[config.mk]
export PLATFORM = sky130hd
export DESIGN_NAME = wiper_tap_ctl
export DESIGN_NICKNAME = d
export VERILOG_FILES = /design/src/rtl/wiper_tap_ctl.sv
export SDC_FILE = /design/constraint.sdc
export NUM_CORES = 1
export LEC_CHECK = 0
export ABC_AREA = 1
export BUFFER_PORTS_ARGS = -buffer_cell sky130_fd_sc_hd__buf_4
export CORE_ASPECT_RATIO = 1.4
export CORE_UTILIZATION = 40
export DETAILED_ROUTE_END_ITERATION = 12
export GPL_TIMING_DRIVEN = 1
export PLACE_DENSITY = 0.67
export SETUP_SLACK_MARGIN = 0.5
export SLEW_MARGIN = 10
export SYNTH_ARGS = -nofsm -noshare
export SYNTH_HDL_FRONTEND = slang
export SYNTH_SLANG_ARGS = --single-unit
export TNS_END_PERCENT = 20
[constraint.sdc]
create_clock -name clk -period 5.1 [get_ports clk]
set_input_delay 0.765 -clock clk [delete_from_list [all_inputs] [get_ports clk]]
set_output_delay 0.765 -clock clk [all_outputs]
set_load 0.05 [all_outputs]
[src/rtl/wiper_tap_ctl.sv]
module wiper_tap_ctl #(
  parameter int WIDTH = 6
) (
  input  logic                    clk,
  input  logic                    rst_n,
  input  logic [WIDTH-1:0]        boot_val,
  input  logic                    load_en,
  input  logic [WIDTH-1:0]        load_val,
  input  logic                    step_en,
  input  logic                    step_up,
  output logic [WIDTH-1:0]        pos,
  output logic [(1<<WIDTH)-1:0]   tap_sel
);
  localparam int TAPS = 1 << WIDTH;
  localparam logic [WIDTH-1:0] POS_TOP = '1;
  localparam logic [WIDTH-1:0] POS_BOT = '0;

  logic [WIDTH-1:0] pos_nx;
  logic [TAPS-1:0]  decoded;
  logic             at_top, at_bot;

  assign at_top = (pos == POS_TOP);
  assign at_bot = (pos == POS_BOT);

  always_comb begin
    pos_nx = pos;
    if (load_en)
      pos_nx = load_val;
    else if (step_en && step_up && !at_top)
      pos_nx = pos + 1'b1;
    else if (step_en && !step_up && !at_bot)
      pos_nx = pos - 1'b1;
  end

  always_ff @(posedge clk) begin
    if (!rst_n) pos <= boot_val;
    else        pos <= pos_nx;
  end

  for (genvar i = 0; i < TAPS; i++) begin : g_dec
    assign decoded[i] = (pos == WIDTH'(i));
  end

  always_ff @(posedge clk) tap_sel <= decoded;
endmodule

==> run metrics, run 1 <==
net switching component of the power=0.000364 W; Worst Max-Slew Pin Slew=0.714 ns; fraction of layout instances using a drive strength above 1=32.0%; crit path cell chain=buf_4; Finish-stage setup viols=0; RSZ-0062 raised after global routing=no; crit share post-route=41.3%; highest clock rate=0.475 GHz; final net count=361; global-route wire length before repair=8620 um; Longest Clk Path Bufs=2; Internal Power=0.000950 W; H-tree levels=3; WL per Instance=13.4 um; number of clock sinks=70; class of the tightest hold or removal check=in -> reg; number of primary I/O pins=87; path type of the worst setup path=reg -> out; Slew HR=52.3%; fillers=493; proportion of power drawn by combinational gates=15.3%; Synthesized Nets=271; Clock power frac=39.6%; TritonCTS clock tree=yes; pin count of the biggest net entering global routing=18; Antenna Diode Count=0; met1 Resource Use GR=18.8%; all-layer global routing usage=19.4%; max_cap viols=0; data required time of the worst path=4.34 ns; global routing met2 resource utilization=36.1%; Util after Layout=58.3%; antenna viol nets, final=0; post-synthesis sequential area ratio=63.0%; number of gates given a new drive strength after cts=0; via-per-instance ratio=4.65; antenna violations before repair=0; Leak=1.54 nW; Routed Wire Length=5530 um; crit-path max FO=13; net switching fraction of the power=27.7%; number of register bits inferred by synthesis=70; count of synthesis-stage warnings from yosys=0; row count=32; Worst Setup End Kind=output pin; critical path data arrival time=1.34 ns; global route total overflow=0; drt drc=0; largest delay contributor family on the critical path=flip-flops; register area=1460 um2; Vias=1916; total power density per cell area=405 nW/um2; CORE AREA=5570 um2; port bufs=86; footprint of the multi-input gates=754 um2; register clock-pin slew on the reported worst setup and hold paths=0.07 ns; post-layout minimum cycle time=2.10 ns; Critical-path top delay cell=sky130_fd_sc_hd__edfxtp_1; number of pins exceeding their max-slew limit in the final report=0; Area Overhead vs Synth=39.8%; post-synthesis cell type count=29; vias in the first global route=1844; Tot Pwr=0.00131 W; first-pass iteration count of the detailed router=4; setup total negative slack=0 ns; number of buffers created by CTS=9; final count of hold timing violations=0; Iter 0 DRT Violations=92; setup skew after layout=0.00785 ns; total buffers and inverters traversed by the critical path=1; Worst IR Drop VDD=0.184 mV; slowest cell delay on critical path=0.70 ns; final weighted congestion in routability-driven placement=0.839; Initial Util=41.7%; per-instance average area after synthesis=9.32 um2; met3 usage in global routing=5.60%; kind of launch point of the worst setup path=register; detailed placement HPWL=4050 um; layer carrying the most global-route usage=met2; post-CTS setup buffer count=0; overall die area=6110 um2; Horiz. Die Dim=66.4 um; CTS root buffer=sky130_fd_sc_hd__clkbuf_8; height of the die=92.1 um; quantity of hold-fixing buffers added after cts=0; cell count after synthesis=249; run status=completed; insertion delay of the later-clocked pin in the worst-skew pair=0.33 ns; netlist area before placement=2320 um2; sequential power share=45.1%
==> path summary, 6_finish.rpt <==
path              slack, ns         from    endpoint  depth (start not counted)
setup / recovery       3.00       pos[2]      pos[2]                          1
setup reg to reg       3.05       pos[2]      pos[0]                          4
hold reg to reg        0.85       pos[5]  tap_sel[0]                          3
hold / removal         0.69  boot_val[4]      pos[4]                          3
==> metal layers <==
layer  wire, um  part of all wire, %  vias to the layer above
met5          0                    0                        -
met4        126                  2.3                        0
met3        311                  5.6                       10
met2       3000                   54                       75
met1       2100                   38                      877
li1           -                    -                      954
==> cells by family (layout without fill, tap and decap cells) <==
logic type	Yosys count	count (layout)	synth area share, %
xor gates and xnor gates	5	5	1.89
DFF	70	70	63.0
adders and majority gates	5	5	2.70
AOI/OAI and AO/OA	8	8	2.86
buffers and inverters	21	116	4.48
and+or+nand+nor	140	140	25.1
==> power groups by stage <==
| stage | combinational (W) | clock (W) | sequential (W) |
|---|---|---|---|
| floorplan | 0.0000876 | 0 | 0.000659 |
| global placement | 0.000200 | 0 | 0.000604 |
| detailed placement | 0.000200 | 0 | 0.000605 |
| CTS | 0.000202 | 0.000527 | 0.000592 |
| global route | 0.000216 | 0.000548 | 0.000595 |
| finish | 0.000200 | 0.000520 | 0.000593 |
==> sequential cells by signal, indices dropped and copies added, names as in the netlist <==
signal   count
pos          6
tap_sel     64
==> per-stage QoR <==
stage	setup WS [ns]	instances	cell area (um2)	hold slack [ns]
final	3.00	412	3240	0.694
after global routing	2.89	412	3240	0.691
after CTS	3.00	412	3240	0.679
after detailed placement	3.08	396	3000	0.834
after global placement	3.19	396	3000	0.813
after floorplan	3.00	249	2320	0.951
==> layout make-up <==
cell class                 count  share of cell area, %
sequential                    70                   45.1
clock inverter                 4                   2.31
tap                           68                   2.62
multi-input combinational    158                   23.3
clock buffer                  12                   5.13
inverter                      14                   1.70
timing repair buffer          86                   19.9
==> cells in the final DEF (no fill, tap or decap), drive strengths merged <==
cell and n:
xor2 4, a21oi 2, bufinv 2, nand2 43, o2111ai 1, o21ai 2
buf 86, clkbuf 12, o21bai 2, nor2 77, inv 14, nand4 1
ha 5, xnor2 1, edfxtp 6, o211ai 1, clkinv 2, nand3 19
dfxtp 64
==> cell usage after synthesis <==
cell                        instances  area [um2]
sky130_fd_sc_hd__a21oi_1            1        5.00
sky130_fd_sc_hd__a21oi_2            1        8.76
sky130_fd_sc_hd__buf_2              3        15.0
sky130_fd_sc_hd__buf_4              1        7.51
sky130_fd_sc_hd__buf_6              2        22.5
sky130_fd_sc_hd__clkbuf_1           1        3.75
sky130_fd_sc_hd__clkinv_1           1        3.75
sky130_fd_sc_hd__dfxtp_1           64        1280
sky130_fd_sc_hd__edfxtp_1           6         180
sky130_fd_sc_hd__ha_1               5        62.6
sky130_fd_sc_hd__inv_1             11        41.3
sky130_fd_sc_hd__inv_2              1        3.75
sky130_fd_sc_hd__inv_4              1        6.26
sky130_fd_sc_hd__nand2_1           41         154
sky130_fd_sc_hd__nand2_2            1        6.26
sky130_fd_sc_hd__nand2_4            1        11.3
sky130_fd_sc_hd__nand3_1           17        85.1
sky130_fd_sc_hd__nand3_2            1        10.0
sky130_fd_sc_hd__nand3_4            1        17.5
sky130_fd_sc_hd__nand4_1            1        6.26
sky130_fd_sc_hd__nor2_1            76         285
sky130_fd_sc_hd__nor2_2             1        6.26
sky130_fd_sc_hd__o2111ai_1          1        8.76
sky130_fd_sc_hd__o211ai_1           1        7.51
sky130_fd_sc_hd__o21ai_0            2        10.0
sky130_fd_sc_hd__o21bai_1           1        7.51
sky130_fd_sc_hd__o21bai_4           1        18.8
sky130_fd_sc_hd__xnor2_1            1        8.76
sky130_fd_sc_hd__xor2_1             4        35.0
No activity file was read; power rests on OpenSTA's default activity.
==> inputs of run 2 (changes only) <==
--- a/config.mk
+++ b/config.mk
@@ -11,7 +11,7 @@
 export CORE_UTILIZATION = 40
 export DETAILED_ROUTE_END_ITERATION = 12
 export GPL_TIMING_DRIVEN = 1
-export PLACE_DENSITY = 0.67
+export PLACE_DENSITY = 0.7
 export SETUP_SLACK_MARGIN = 0.5
 export SLEW_MARGIN = 10
 export SYNTH_ARGS = -nofsm -noshare
==> constraint.sdc (replaced) <==
create_clock -name clk -period 1.7 [get_ports clk]
set_input_delay 0.255 -clock clk [delete_from_list [all_inputs] [get_ports clk]]
set_output_delay 0.255 -clock clk [all_outputs]
set_load 0.05 [all_outputs]
==> run 2 against run 1 <==
  * Wire length rose by 3.4%
  * Die area stayed put
  * Critical path depth grew 7
  * Largest power group unchanged
==> run metrics, run 2 (synthesis gave the netlist of run 1 again) <==
number of clock sinks=70; Register-to-Register Path Depth=8; crit-path max FO=7; Antenna Diode Count=0; Worst Hold End=pos[3]; kind of launch point of the worst setup path=register; number of pins exceeding their max-slew limit in the final report=0; Longest Clk Path Bufs=2; overall die area=6110 um2; quantity of hold-fixing buffers added after cts=0; TritonCTS clock tree=yes; Worst Setup End Kind=register; all-layer global routing usage=19.9%; data required time of the worst path=1.79 ns; detailed placement HPWL=4040 um; post-layout minimum cycle time=1.57 ns; flop2flop setup slack=0.13 ns; final count of hold timing violations=0; final weighted congestion in routability-driven placement=0.786; antenna violations before repair=0; crit share post-route=92.1%; CORE AREA=5570 um2; path type of the worst setup path=reg -> reg; Slew HR=72.8%; RSZ-0062 raised after global routing=yes; Initial Util=41.7%; pin count of the biggest net entering global routing=17; number of primary I/O pins=87; vias in the first global route=1897; H-tree levels=3; Leak=1.64 nW; Horiz. Die Dim=66.4 um; critical path data arrival time=1.65 ns; number of stages on the worst hold path=3; final net count=383; antenna viol nets, final=0; run status=completed; highest clock rate=0.639 GHz; WL per Instance=13.3 um; Worst Max-Slew Pin Slew=0.408 ns; register bank with the most flops=tap_sel; insertion delay of the later-clocked pin in the worst-skew pair=0.33 ns; fraction of layout instances using a drive strength above 1=39.7%; class of the tightest hold or removal check=in -> reg; height of the die=92.1 um; commonest cells after routing, fill and taps aside=sky130_fd_sc_hd__buf_4, sky130_fd_sc_hd__nor2_1, sky130_fd_sc_hd__dfxtp_1; Worst IR Drop VDD=0.613 mV; global-route wire length before repair=8820 um; fillers=467; Util after Layout=62.5%; most common library cell in the layout ignoring fill and taps=sky130_fd_sc_hd__buf_4; CTS root buffer=sky130_fd_sc_hd__clkbuf_8; endpoint of the worst register-to-register path=pos[4]; row count=32; setup skew after layout=0.00806 ns; Routed Wire Length=5720 um; max_cap viols=0; first-pass iteration count of the detailed router=4; origin of the critical flop-to-flop path=pos[1]; max reg flops=64; final-layout worst hold slack=0.190 ns; Vias=1987; via-per-instance ratio=4.61; register clock-pin slew on the reported worst setup and hold paths=0.07 ns; Tot Pwr=0.00380 W; Area Overhead vs Synth=50.0%; drt drc=0; Finish-stage setup viols=0; global route total overflow=0; Iter 0 DRT Violations=97; port bufs=86; leading registers by flop count=tap_sel (64), pos (6); Hold Startpoint=boot_val[3]; number of buffers created by CTS=9; total power density per cell area=1090 nW/um2
## run 2: routing by layer
| layer | GRT usage [%] | vias to the layer above | wire length [um] |
|---|---|---|---|
| li1 | - | 999 | - |
| met1 | 20.9 | 902 | 2250 |
| met3 | 5.97 | 6 | 367 |
| met2 | 35.5 | 80 | 3020 |
| met4 | 8.33 | 0 | 77 |
| met5 | 0 | - | 0 |
## run 2: metrics by stage
step	worst slack, ns	instance area (um2)	TNS (ns)	cells
global placement	0.169	3140	0	406
detailed placement	0.0902	3140	0	406
global route	0.0354	3480	0	431
CTS	0.142	3420	0	428
finish	0.134	3480	0	431
floorplan	-0.217	2380	-2.15	249
## run 2: cell type report
type | count | area (um2) | area share (%)
sequential | 70 | 1460 | 42.0
timing repair buffer | 108 | 846 | 24.3
multi-input combinational | 158 | 842 | 24.2
clock buffer | 13 | 190 | 5.47
tap | 68 | 85.1 | 2.45
inverter | 14 | 55.1 | 1.58
## run 2: worst max-delay path by stage
stage	from	to	slack [ns]	cells after the start
global placement	pos[1]	pos[3]	0.17	8
finish	pos[1]	pos[4]	0.13	8
floorplan	pos[1]	pos[4]	-0.22	8
CTS	pos[0]	pos[4]	0.14	8
global route	pos[1]	pos[3]	0.04	8
detailed placement	pos[1]	pos[4]	0.09	8
## run 2: worst max-delay path: stages, from the launching register on
cell,delay (ns)
sky130_fd_sc_hd__edfxtp_1,0.45
sky130_fd_sc_hd__ha_4,0.18
sky130_fd_sc_hd__nand3_4,0.07
sky130_fd_sc_hd__o21bai_4,0.29
sky130_fd_sc_hd__inv_4,0.08
sky130_fd_sc_hd__nand2_1,0.06
sky130_fd_sc_hd__nand3_1,0.06
sky130_fd_sc_hd__nand2_1,0.08
sky130_fd_sc_hd__nand2_1,0.05
## run 2: report_power, final
group          internal (W)  switching [W]  total, W
combinational      0.000274       0.000500  0.000775
sequential          0.00172      0.0000429   0.00176
clock              0.000715       0.000543   0.00126
total               0.00271        0.00109   0.00379
## run 2: timing repair
action	4_1_cts	5_1_grt
resized for setup	5	10
pin swaps	7	6
endpoints found under the setup margin	60	82
setup buffers	9	3
gates cloned	0	0
==> inputs of run 3 (changes only) <==
--- a/config.mk
+++ b/config.mk
@@ -6,9 +6,10 @@
 export NUM_CORES = 1
 export LEC_CHECK = 0
 export ABC_AREA = 1
-export BUFFER_PORTS_ARGS = -buffer_cell sky130_fd_sc_hd__buf_4
+export BUFFER_PORTS_ARGS = -buffer_cell sky130_fd_sc_hd__buf_2
 export CORE_ASPECT_RATIO = 1.4
 export CORE_UTILIZATION = 40
+export CTS_CLUSTER_DIAMETER = 150
 export DETAILED_ROUTE_END_ITERATION = 12
 export GPL_TIMING_DRIVEN = 1
 export PLACE_DENSITY = 0.7
==> run 3 against run 2 <==
  * Via count is 1.7% higher
  * Cell area is 3.2% lower
  * Sequential power hardly changed
  * Hold slack worse by 0.011 ns
  * Clock-buffer cell count is 1 higher
  * Worst setup slack worse by 0.025 ns
  * Sequential share of layout area is 1.4 points higher
  * Non-clock buffer count is 2 higher
  * Critical path depth stayed put
  * Final cell count is 1.2% higher
  * Wire length is 0.54% higher
  * Sequential cell count stayed put
  * Critical endpoint is now pos[1]
  * Largest cell class unchanged
  * Highest routed layer unchanged
==> run metrics, run 3 (synthesis gave the netlist of run 1 again) <==
run status=completed; fraction of layout instances using a drive strength above 1=42.1%; number of clock sinks=70; final net count=385; Vias=2021; Antenna Diode Count=0; most common library cell in the layout ignoring fill and taps=sky130_fd_sc_hd__buf_2; row count=32; crit path cell chain=ha_4 -> nand3_4 -> o21bai_4 -> inv_4 -> buf_4 -> nand2_2 -> nand3_2 -> a21oi_2; global-route wire length before repair=8630 um; final count of hold timing violations=0; data required time of the worst path=1.91 ns; port bufs=86; Critical-path top delay cell=sky130_fd_sc_hd__edfxtp_1; Tot Pwr=0.00383 W; setup total negative slack=0 ns; Worst IR Drop VDD=0.645 mV; number of primary I/O pins=87; largest delay contributor family on the critical path=flip-flops; Final Cell Area=3370 um2; commonest cells after routing, fill and taps aside=sky130_fd_sc_hd__buf_2, sky130_fd_sc_hd__nor2_1, sky130_fd_sc_hd__dfxtp_1; antenna viol nets, final=0; instance area at placement=2920 um2; WL per Instance=13.2 um; register area=1460 um2; max reg flops=64; antenna violations before repair=0; TritonCTS clock tree=yes; critical path data arrival time=1.80 ns; fillers=474; via-per-instance ratio=4.64; path type of the worst setup path=reg -> reg; Leak=1.65 nW; Horiz. Die Dim=66.4 um; Iter 0 DRT Violations=93; vias in the first global route=1860; H-tree levels=3; Slew HR=73.2%; CTS root buffer=sky130_fd_sc_hd__clkbuf_8; register clock-pin slew on the reported worst setup and hold paths=0.08 ns; number of buffers created by CTS=9; final-layout worst hold slack=0.179 ns; global route total overflow=0; insertion delay of the later-clocked pin in the worst-skew pair=0.34 ns; RSZ-0062 raised after global routing=yes; DP Cell Count=406; setup skew after layout=0.0104 ns; crit-path max FO=7; Area Overhead vs Synth=45.2%; final weighted congestion in routability-driven placement=0.792; Finish-stage setup viols=0; height of the die=92.1 um; CORE AREA=5570 um2; Post-Layout Cell Count=436; detailed placement HPWL=3960 um; Initial Util=41.7%; all-layer global routing usage=19.6%; register bank with the most flops=tap_sel; crit share post-route=93.6%; footprint of the multi-input gates=915 um2; Worst Max-Slew Pin Slew=0.402 ns; Routed Wire Length=5750 um; total power density per cell area=1140 nW/um2; pin count of the biggest net entering global routing=17; total buffers and inverters traversed by the critical path=2; Worst Setup End Kind=register; Longest Clk Path Bufs=2; post-layout minimum cycle time=1.59 ns; kind of launch point of the worst setup path=register; drt drc=0; first-pass iteration count of the detailed router=5; overall die area=6110 um2; highest clock rate=0.629 GHz; leading registers by flop count=tap_sel (64), pos (6); class of the tightest hold or removal check=in -> reg; number of pins exceeding their max-slew limit in the final report=0; max_cap viols=0; slowest cell delay on critical path=0.47 ns; quantity of hold-fixing buffers added after cts=0
## run 3: cell types whose count changed in the layout (fill, tap and decap cells not counted), moves of 2 or more
cell	before	now
sky130_fd_sc_hd__buf_2	0	83
sky130_fd_sc_hd__buf_4	103	19
sky130_fd_sc_hd__buf_6	2	7
sky130_fd_sc_hd__buf_8	2	0
sky130_fd_sc_hd__clkbuf_1	0	2
sky130_fd_sc_hd__ha_4	2	4
sky130_fd_sc_hd__nand3_1	15	13
sky130_fd_sc_hd__nand3_4	1	4
sky130_fd_sc_hd__nor2_1	75	71
sky130_fd_sc_hd__nor2_2	0	4
## run 3: path summary, 6_finish.rpt
kind | from | depth (start not counted) | slack [ns] | to
setup / recovery | pos[0] | 8 | 0.11 | pos[1]
hold / removal | boot_val[3] | 3 | 0.18 | pos[3]
setup reg to reg | pos[0] | 8 | 0.11 | pos[1]
hold reg to reg | pos[2] | 4 | 0.80 | tap_sel[22]
## run 3: cell type report
class | instances | share of cell area, %
clock buffer | 14 | 5.46
clock inverter | 2 | 0.334
inverter | 14 | 1.63
multi-input combinational | 158 | 27.2
sequential | 70 | 43.4
tap | 68 | 2.53
timing repair buffer | 110 | 19.5
## run 3: through the flow
stage,setup WS (ns),utilization (%)
after global placement,0.128,52.5
final,0.110,60.5
after CTS,0.161,58.4
after global routing,0.0361,60.5
after detailed placement,0.0710,52.5
after floorplan,-0.217,-
## run 3: worst min-delay path, delay by kind of cell
kind / cells / cell delay, ns
simple gates: 2 / 0.09
buf+inv: 1 / 0.07
## run 3: power by group
group	internal (W)	total, W	switching (W)
sequential	0.00172	0.00176	0.0000377
combinational	0.000257	0.000784	0.000527
clock	0.000699	0.00129	0.000594
total	0.00267	0.00383	0.00116
## run 3: repair_timing
action                     in CTS  in global routing
setup endpoints to repair      61                 89
hold endpoints to repair        0                  0
pin swaps                       5                  8
buffers inserted               10                  4
resized for setup              13                 22
## run 3: routing by layer
metal,wire length [um],track usage (%),vias up,share of wire [%]
li1,-,-,1002,-
met4,182,12.2,0,3.2
met2,2920,32.7,75,51
met5,0,0,-,0
met3,331,5.60,19,5.8
met1,2320,21.2,925,40
